<file path="config.mk">
export PLATFORM = sky130hd
export DESIGN_NAME = acq_trigger_ctrl
export DESIGN_NICKNAME = d
export VERILOG_FILES = /design/src/rtl/acq_trig_pkg.sv /design/src/rtl/acq_chan_timer.sv /design/src/rtl/acq_cap_edge.sv /design/src/rtl/acq_chan_seq.sv /design/src/rtl/acq_trigger_ctrl.sv
export SDC_FILE = /design/constraint.sdc
export NUM_CORES = 1
export LEC_CHECK = 0
export ABC_AREA = 1
export BUFFER_PORTS_ARGS = -buffer_cell sky130_fd_sc_hd__buf_2
export CAP_MARGIN = 20
export CELL_PAD_IN_SITES_DETAIL_PLACEMENT = 0
export CELL_PAD_IN_SITES_GLOBAL_PLACEMENT = 2
export CORE_ASPECT_RATIO = 1.2
export CORE_MARGIN = 8
export CORE_UTILIZATION = 31
export DETAILED_ROUTE_END_ITERATION = 6
export HOLD_SLACK_MARGIN = 0.02
export PLACE_DENSITY = 0.89
export REMOVE_ABC_BUFFERS = 1
export SYNTH_ARGS = -nofsm -noshare
export SYNTH_HDL_FRONTEND = slang
export SYNTH_HIERARCHICAL = 1
export SYNTH_SLANG_ARGS = --single-unit
</file>
<file path="constraint.sdc">
create_clock -name clk -period 2 [get_ports clk]
set_input_delay 0.2 -clock clk [delete_from_list [all_inputs] [get_ports clk]]
set_output_delay 0.2 -clock clk [all_outputs]
set_load 0.01 [all_outputs]
</file>
<file path="src/rtl/acq_trig_pkg.sv">
// Package: shared mode encoding for the acquisition trigger controller.
// Assumes: two-bit mode field per channel; the code 2'b11 is treated as host.
package acq_trig_pkg;

    typedef enum logic [1:0] {
        MODE_HOST = 2'b00,
        MODE_CMP  = 2'b01,
        MODE_CAP  = 2'b10,
        MODE_RSVD = 2'b11
    } trig_mode_e;

endpackage

</file>
<file path="src/rtl/acq_chan_timer.sv">
// Module: per-channel compare timer. It counts up while enabled, raises a
// match when the count reaches the limit and wraps to zero on that cycle.
// Assumes: when disabled the count is held at zero. If the limit is lowered
// below the present count, the count wraps at once (>= compare).
module acq_chan_timer #(
    parameter int TIMER_W = 8
) (
    input  logic               clk,
    input  logic               rst_n,
    input  logic               run_i,
    input  logic [TIMER_W-1:0] limit_i,
    output logic               match_o
);

    logic [TIMER_W-1:0] cnt_q;
    logic               at_limit;

    // Detect that the count has reached (or passed) the programmed limit.
    assign at_limit = (cnt_q >= limit_i);
    assign match_o  = run_i && at_limit;

    // Count while running, wrap at the limit, hold at zero otherwise.
    always_ff @(posedge clk) begin
        if (!rst_n) begin
            cnt_q <= '0;
        end else if (!run_i || at_limit) begin
            cnt_q <= '0;
        end else begin
            cnt_q <= cnt_q + 1'b1;
        end
    end

endmodule

</file>
<file path="src/rtl/acq_cap_edge.sv">
// Module: capture input conditioner. It passes an asynchronous input through a
// SYNC_STAGES-flop synchronizer and flags a rising edge for one cycle.
// Assumes: input pulses last at least one clock period.
module acq_cap_edge #(
    parameter int SYNC_STAGES = 2
) (
    input  logic clk,
    input  logic rst_n,
    input  logic async_i,
    output logic rise_o
);

    logic [SYNC_STAGES-1:0] sync_q;
    logic                   last_q;

    // Shift the raw input through the synchronizer chain.
    always_ff @(posedge clk) begin
        if (!rst_n) begin
            sync_q <= '0;
        end else begin
            sync_q <= {sync_q[SYNC_STAGES-2:0], async_i};
        end
    end

    // Keep the previous synchronized level for edge detection.
    always_ff @(posedge clk) begin
        if (!rst_n) begin
            last_q <= 1'b0;
        end else begin
            last_q <= sync_q[SYNC_STAGES-1];
        end
    end

    assign rise_o = sync_q[SYNC_STAGES-1] && !last_q;

endmodule

</file>
<file path="src/rtl/acq_chan_seq.sv">
// Module: per-channel trigger sequencer. It latches periodic events into a
// sticky pending flag, converts pending or a host command into a one-cycle
// start, tracks busy until done, and flags completion and refused triggers.
// Assumes: evt_i is already qualified by the mode; done_i is a pulse.
module acq_chan_seq
    import acq_trig_pkg::*;
(
    input  logic       clk,
    input  logic       rst_n,
    input  trig_mode_e mode_i,
    input  logic       evt_i,
    input  logic       host_cmd_i,
    input  logic       done_i,
    output logic       start_o,
    output logic       busy_o,
    output logic       pend_o,
    output logic       irq_o,
    output logic       overrun_o
);

    logic periodic;
    logic host_trig;

    // Classify the mode: compare and capture are periodic, others act as host.
    assign periodic  = (mode_i == MODE_CMP) || (mode_i == MODE_CAP);
    assign host_trig = !periodic && host_cmd_i;

    // Start, busy, pending, completion and refusal bookkeeping.
    always_ff @(posedge clk) begin
        if (!rst_n) begin
            start_o   <= 1'b0;
            busy_o    <= 1'b0;
            pend_o    <= 1'b0;
            irq_o     <= 1'b0;
            overrun_o <= 1'b0;
        end else begin
            start_o   <= 1'b0;
            irq_o     <= 1'b0;
            overrun_o <= 1'b0;
            if (busy_o && done_i) begin
                busy_o <= 1'b0;
                irq_o  <= 1'b1;
            end
            if (!periodic) begin
                pend_o <= 1'b0;
                if (host_trig) begin
                    if (busy_o) begin
                        overrun_o <= 1'b1;
                    end else begin
                        start_o <= 1'b1;
                        busy_o  <= 1'b1;
                    end
                end
            end else begin
                if (pend_o && !busy_o) begin
                    pend_o  <= 1'b0;
                    start_o <= 1'b1;
                    busy_o  <= 1'b1;
                end
                if (evt_i) begin
                    if (busy_o || pend_o) begin
                        overrun_o <= 1'b1;
                    end else begin
                        pend_o <= 1'b1;
                    end
                end
            end
        end
    end

endmodule

</file>
<file path="src/rtl/acq_trigger_ctrl.sv">
// Module: top of the acquisition trigger controller. It instantiates one
// timer, one capture conditioner and one sequencer per channel, and selects
// the event source from each channel's mode.
// Assumes: per-channel fields are packed side by side in the flat ports.
module acq_trigger_ctrl
    import acq_trig_pkg::*;
#(
    parameter int NUM_CH      = 2,
    parameter int TIMER_W     = 8,
    parameter int SYNC_STAGES = 2
) (
    input  logic                        clk,
    input  logic                        rst_n,
    input  logic [2*NUM_CH-1:0]         mode_i,
    input  logic [TIMER_W*NUM_CH-1:0]   cmp_val_i,
    input  logic [NUM_CH-1:0]           host_cmd_i,
    input  logic [NUM_CH-1:0]           cap_in_i,
    input  logic [NUM_CH-1:0]           done_i,
    output logic [NUM_CH-1:0]           start_o,
    output logic [NUM_CH-1:0]           busy_o,
    output logic [NUM_CH-1:0]           pend_o,
    output logic [NUM_CH-1:0]           irq_o,
    output logic [NUM_CH-1:0]           overrun_o
);

    localparam int MODE_W = 2;

    for (genvar c = 0; c < NUM_CH; c++) begin : g_ch
        trig_mode_e mode_c;
        logic       tmr_match;
        logic       cap_rise;
        logic       evt_c;

        assign mode_c = trig_mode_e'(mode_i[MODE_W*c +: MODE_W]);

        acq_chan_timer #(.TIMER_W(TIMER_W)) tmr_i (
            .clk     (clk),
            .rst_n   (rst_n),
            .run_i   (mode_c == MODE_CMP),
            .limit_i (cmp_val_i[TIMER_W*c +: TIMER_W]),
            .match_o (tmr_match)
        );

        acq_cap_edge #(.SYNC_STAGES(SYNC_STAGES)) cap_i (
            .clk     (clk),
            .rst_n   (rst_n),
            .async_i (cap_in_i[c]),
            .rise_o  (cap_rise)
        );

        // Pick the event source that matches the channel mode.
        always_comb begin
            unique case (mode_c)
                MODE_CMP: evt_c = tmr_match;
                MODE_CAP: evt_c = cap_rise;
                default:  evt_c = 1'b0;
            endcase
        end

        acq_chan_seq seq_i (
            .clk        (clk),
            .rst_n      (rst_n),
            .mode_i     (mode_c),
            .evt_i      (evt_c),
            .host_cmd_i (host_cmd_i[c]),
            .done_i     (done_i[c]),
            .start_o    (start_o[c]),
            .busy_o     (busy_o[c]),
            .pend_o     (pend_o[c]),
            .irq_o      (irq_o[c]),
            .overrun_o  (overrun_o[c])
        );
    end

endmodule

</file>
==> results.yml, run 1 <==
place:
  dpl_cell_area_um2: 2250
  dp_slack_ns: 0.256
  numPortBuffers: 37
  hpwl_um: 2930
  place.gp.congestion: 0.707
  dp.cells: 385
global_route:
  gr-usage-all-layers: 0.0879
  grt_max_degree: 15
  grt_pass1_vias: 1549
  grt_pass1_wl_um: 6350
  antenna_found_initial: 0
  grt_overflow_total: 0
timing:
  worst_slew_pin_slew_ns: 0.269
  slew_viol_final: 0
  maxSlewHeadroom: 0.820
  whs_ns: 0.0950
  fmax_mhz: 573
  setup_viol: 0
  fin_ws_ns: 0.254
  tns_ns: 0
  fin_crit_sh: 0.873
  period_needed_ns: 1.75
  rsz0062_at_grt: "no"
  finalHoldViolCount: 0
  skew_ns: 0.00685
flow_run:
  maxCapViolCount: 0
power_and_ir_drop:
  internal_power_uw: 958
  leakagePower_nw: 1.23
  finalPower_mw: 1.31
  switchingPower_uw: 353
  max-vdd-ir-drop_mv: 0.393
  swShare: 0.269
  clockPowerShare: 0.386
  p_per_area_nw_per_um2: 560
  comb_power_share: 0.110
  seqPwrFrac: 0.505
yosys:
  synth_edf_count: 0
  ys_seq_area_frac: 0.327
  yosysTopAreaCell: "dfxtp_1"
  synthArstFlopShare: 0
  synth_warnings: 6
  synth_cells: 266
  syn_area_um2: 1960
  synth_flop_cell: "dfxtp_1"
  ys_seq_elements: 32
  synth.top_cell.area_share: 0.327
  ys_top_cells_by_count: "inv_1 (58), nand2_1 (58), dfxtp_1 (32)"
  avgSynthCellArea_um2: 7.37
  synth.area.top_cells: "dfxtp_1 (33%), ha_1 (18%), inv_1 (11%), nand2_1 (11%), nor2_1 (5.0%)"
  ys_types: 19
clock_network:
  clockBufferDepth: 2
  cts_root_buf: "clkbuf_8"
  cts_sinks: 32
  cts-hold-fix-buffers: 0
  ctsResizeCount: 0
  cts_buffers: 5
  clock_latency_ns: 0.28
  cts_setup_buffers: 0
  clk_pin_slew_worst_paths_ns: 0.08
  cts_tree: "done"
  htreeDepth: 2
setup_path:
  path_max_fanout: 3
  crit_path_frequent_cell: "nand2_1"
  reg2reg_slack_ns: 0.25
  worst_r2r_endpoint: "g_ch[1].seq_i/overrun_o$_SDFF_PN0_"
  worstSetupPathType: "reg -> reg"
  crit_chain: "ha_1 -> nand2_1 -> nor2_1 -> nand2_1 -> nand3_1 -> nand2_1 -> inv_1 -> nand2_1 -> a21oi_2 -> inv_1 -> or2_1 -> o21ai_1"
  end_kind: "flop"
  required_ns: 2.21
  slowest_stage: "dfxtp_1"
  r2r_start: "g_ch[1].tmr_i/cnt_q[7]$_SDFF_PP0_"
  cp_slowest_stage_delay_ns: 0.33
  startpoint_type: "flop"
  crit_path_start: "g_ch[1].tmr_i/cnt_q[7]$_SDFF_PP0_"
  cp.arrival_ns: 1.96
  ff2ff_path_depth: 12
  endpoint: "g_ch[1].seq_i/overrun_o$_SDFF_PN0_"
cells_and_area:
  drive_gt1_frac: 0.209
  final_cell_area_um2: 2340
  antenna_cells: 0
  layout.cells.non_filler: 393
  nets: 366
  final_core_util: 0.384
  area_growth_pct: 19.4
route:
  drt_wl_total_um: 3680
  remaining_drc_errors: 0
  drt_iter0_drc: 39
  routedWlPerCell_um: 9.36
  vias: 1613
  drtPass1Iterations: 4
  postRouteAntennaNets: 0
  via_per_inst: 4.10
floorplanning:
  start_util: 0.322
  core-area_um2: 6090
  io_pins: 38
  die_h_um: 103
  num_rows: 31
  die_width_um: 88.6
  dieArea_um2: 9130
min_path:
  hold_class: "in -> reg"
run_status:
  outcome: "complete, no violations"
critical path: cells and delay by family, from the launching register on:
family                     cells  cell delay [ns]
adders and majority gates      1             0.29
buffers and inverters          2             0.11
DFF                            1             0.33
and+or+nand+nor                7             0.72
AOI/OAI and AO/OA              2             0.23
final cells by class:
| type | instances | area, um2 |
|---|---|---|
| Tap cell | 82 | 103 |
| Clock inverter | 3 | 23.8 |
| Multi-Input combinational cell | 176 | 1100 |
| Clock buffer | 5 | 68.8 |
| Timing Repair Buffer | 37 | 185 |
| Fill cell | 667 | 3750 |
| Sequential cell | 32 | 641 |
| Inverter | 58 | 218 |
cells in the final DEF, fill, tap and decap left out, drive strengths merged:
cell      instances
o21ai             2
nand4             4
xor2              6
nand3            18
nor2             32
buf              37
o21bai            2
a21oi            12
ha               28
xnor2             4
nand2            62
clkinvlp          2
or2               4
inv              58
clkinv            1
dfxtp            32
clkbuf            5
a21o              2
worst min-delay path by stage:
stage	start	endpoint	slack (ns)	cells after the start
2_1_floorplan	rst_n	g_ch[0].cap_i/sync_q[0]$_SDFF_PN0_	0.29	2
3_3_place_gp	cap_in_i[0]	g_ch[0].cap_i/sync_q[0]$_SDFF_PN0_	0.39	3
3_5_place_dp	cap_in_i[0]	g_ch[0].cap_i/sync_q[0]$_SDFF_PN0_	0.39	3
4_1_cts	cap_in_i[0]	g_ch[0].cap_i/sync_q[0]$_SDFF_PN0_	0.08	3
5_1_grt	cap_in_i[1]	g_ch[1].cap_i/sync_q[0]$_SDFF_PN0_	0.1	3
6_report	cap_in_i[1]	g_ch[1].cap_i/sync_q[0]$_SDFF_PN0_	0.09	3
state kept, by name, indices dropped and copies added (netlist names):
signal,cells
g_ch.cap_i/last_q,2
g_ch.seq_i/start_o,2
g_ch.seq_i/irq_o,2
g_ch.seq_i/overrun_o,2
g_ch.cap_i/sync_q,4
g_ch.seq_i/busy_o,2
g_ch.seq_i/pend_o,2
g_ch.tmr_i/cnt_q,16
power groups by stage:
stage	clock (mW)	sequential (mW)	combinational, mW
2_1_floorplan	0	0.678	0.0821
3_5_place_dp	0	0.677	0.146
3_3_place_gp	0	0.676	0.144
4_1_cts	0.539	0.662	0.147
5_1_grt	0.563	0.664	0.169
6_report	0.505	0.662	0.144
kinds of logic after synthesis:
kind of cell	share of synthesized area
AND/OR/NAND/NOR	0.276
buffers and inverters	0.111
flip-flops	0.327
adder cells (fa/ha/maj)	0.179
AO/OA/AOI/OAI	0.0626
XOR/XNOR	0.0447
routing by layer:
| layer | global-route usage | vias up | share of wire |
|---|---|---|---|
| li1 | - | 900 | - |
| met1 | 0.0980 | 679 | 0.48 |
| met2 | 0.149 | 30 | 0.45 |
| met3 | 0.0327 | 4 | 0.060 |
| met4 | 0.0313 | 0 | 0.010 |
| met5 | 0 | - | 0 |
Power figures use the tool's default switching activity.
==> run 2, diff against run 1 <==
--- a/config.mk
+++ b/config.mk
@@ -11,6 +11,6 @@
 export CELL_PAD_IN_SITES_DETAIL_PLACEMENT = 0
 export CELL_PAD_IN_SITES_GLOBAL_PLACEMENT = 2
-export CORE_ASPECT_RATIO = 1.2
-export CORE_MARGIN = 8
+export CORE_ASPECT_RATIO = 1.25
+export CORE_MARGIN = 2
 export CORE_UTILIZATION = 31
 export DETAILED_ROUTE_END_ITERATION = 6
==> constraint.sdc (replaced) <==
create_clock -name clk -period 2 [get_ports clk]
set_input_delay 0.4 -clock clk [delete_from_list [all_inputs] [get_ports clk]]
set_output_delay 0.4 -clock clk [all_outputs]
set_load 0.01 [all_outputs]
==> run 2 against run 1 <==
Worst setup slack worse by 0.0064 ns. Critical path depth is 1 higher. Via count is 0.19% lower. Clock power shrank 0.8%. Hold slack better by 0.20 ns. Largest cell class unchanged. Die area decreased by 24%. Power down 0.43%. Clock-buffer cell count rose by 1. Sequential power barely moved. Clock skew is 0.0044 ns lower. Register-to-register slack barely moved.
==> results.yml, run 2 (same netlist as run 1, synthesis figures left out) <==
route:
  vias: 1610
  remaining_drc_errors: 0
  via_per_inst: 4.07
  drt_iter0_drc: 41
  drt_wl_total_um: 3310
  drtPass1Iterations: 4
  routedWlPerCell_um: 8.36
  postRouteAntennaNets: 0
global_route:
  grt_pass1_vias: 1502
  gr-usage-all-layers: 0.109
  grt_max_degree: 15
  grt_pass1_wl_um: 5910
  grt_overflow_total: 0
  antenna_found_initial: 0
setup_path:
  worstSetupPathType: "reg -> reg"
  required_ns: 2.21
  end_kind: "flop"
  cp.arrival_ns: 1.96
  reg2reg_slack_ns: 0.25
  cp_slowest_stage_delay_ns: 0.38
  crit_chain: "inv_1 -> ha_1 -> nand2_1 -> nor2_1 -> nand2_1 -> nand3_1 -> nand2_1 -> inv_1 -> nand2_1 -> a21oi_2 -> inv_1 -> or2_1 -> a21oi_1"
  cp.buffers_inverters: 3
  crit_path_frequent_cell: "nand2_1"
  startpoint_type: "flop"
  crit_family: "simple AND/OR/NAND/NOR gates"
  path_max_fanout: 4
  slowest_stage: "dfxtp_1"
timing:
  skew_ns: 0.00241
  setup_viol: 0
  rsz0062_at_grt: "no"
  finalHoldViolCount: 0
  tns_ns: 0
  period_needed_ns: 1.75
  maxSlewHeadroom: 0.819
  fin_crit_sh: 0.876
  slew_viol_final: 0
  worst_slew_pin_slew_ns: 0.272
  fmax_mhz: 571
cells_and_area:
  multi_input_area_um2: 1100
  drive_gt1_frac: 0.209
  area_growth_pct: 19.6
  nets: 366
  fillCellCount: 666
  final_cell_mix: "inv_1 (58), nand2_1 (58), buf_2 (37)"
  seq_area_um2: 641
  top_regs: "g_ch.tmr_i/cnt_q: 16 flops, g_ch.cap_i/sync_q: 4 flops"
  layout.cells.non_filler: 396
  largest_reg_flops: 16
  antenna_cells: 0
  largest-register: "g_ch.tmr_i/cnt_q"
clock_network:
  htreeDepth: 2
  clk_pin_slew_worst_paths_ns: 0.06
  cts-hold-fix-buffers: 0
  cts_buffers: 5
  clockBufferDepth: 2
  cts_root_buf: "clkbuf_8"
  cts_tree: "done"
  cts_sinks: 32
  cts_setup_buffers: 0
  ctsResizeCount: 0
  clock_latency_ns: 0.28
floorplanning:
  die_width_um: 75.1
  start_util: 0.320
  num_rows: 32
  die_h_um: 92.9
  dieArea_um2: 6980
  core-area_um2: 6130
  io_pins: 38
place:
  hpwl_um: 2690
  place.gp.congestion: 0.697
  numPortBuffers: 37
  dp.cells: 388
power_and_ir_drop:
  finalPower_mw: 1.31
  max-vdd-ir-drop_mv: 0.424
  leakagePower_nw: 1.24
  p_per_area_nw_per_um2: 557
run_status:
  outcome: "complete, no violations"
flow_run:
  maxCapViolCount: 0
min_path:
  hold_class: "in -> reg"
[run 2: layer usage]
metal / GRT usage / wire length [um] / vias to the layer above
li1: - / - / 900
met1: 0.125 / 1550 / 678
met2: 0.183 / 1570 / 28
met3: 0.0305 / 134 / 4
met4: 0.0536 / 50 / 0
met5: 0 / 0 / -
[run 2: report_power, final]
part	internal (mW)	total, mW	leakage (nW)	switching (mW)
clock	0.274	0.501	0.0510	0.227
sequential	0.652	0.662	0.260	0.0106
combinational	0.0603	0.142	0.932	0.0816
total	0.986	1.31	1.24	0.319
[run 2: final cells by class]
type,count,area share
Multi-Input combinational cell,176,0.470
Sequential cell,32,0.273
Inverter,58,0.0929
Timing Repair Buffer,37,0.0790
Tap cell,85,0.0454
Clock buffer,6,0.0352
Clock inverter,2,0.00427
[run 2: through the flow]
stage	cell area, um2	setup WS (ns)	hold WS (ns)	util
after floorplan	1960	0.298	0.386	-
after global placement	2250	0.107	0.390	0.367
after detailed placement	2250	0.0742	0.396	0.367
after CTS	2340	0.212	0.287	0.383
after global routing	2340	0.0337	0.299	0.383
final	2340	0.247	0.299	0.383
[run 2: path summary, 6_finish.rpt]
kind                                                          from                                 end  cells after the start
worst min register to register  g_ch[0].cap_i/sync_q[0]$_SDFF_PN0_  g_ch[0].cap_i/sync_q[1]$_SDFF_PN0_                      2
worst min-delay path                                   cap_in_i[1]  g_ch[1].cap_i/sync_q[0]$_SDFF_PN0_                      3
worst max register to register   g_ch[1].tmr_i/cnt_q[0]$_SDFF_PP0_     g_ch[1].seq_i/pend_o$_SDFF_PN0_                     13
worst max-delay path             g_ch[1].tmr_i/cnt_q[0]$_SDFF_PP0_     g_ch[1].seq_i/pend_o$_SDFF_PN0_                     13
[run 2: worst register-to-register path, stage by stage (launching register included)]
cell and delay [ns]:
dfxtp_1 0.38, inv_1 0.06, ha_1 0.27, nand2_1 0.04
nor2_1 0.11, nand2_1 0.09, nand3_1 0.09, nand2_1 0.05
inv_1 0.04, nand2_1 0.05, a21oi_2 0.11, inv_1 0.06
or2_1 0.20, a21oi_1 0.12
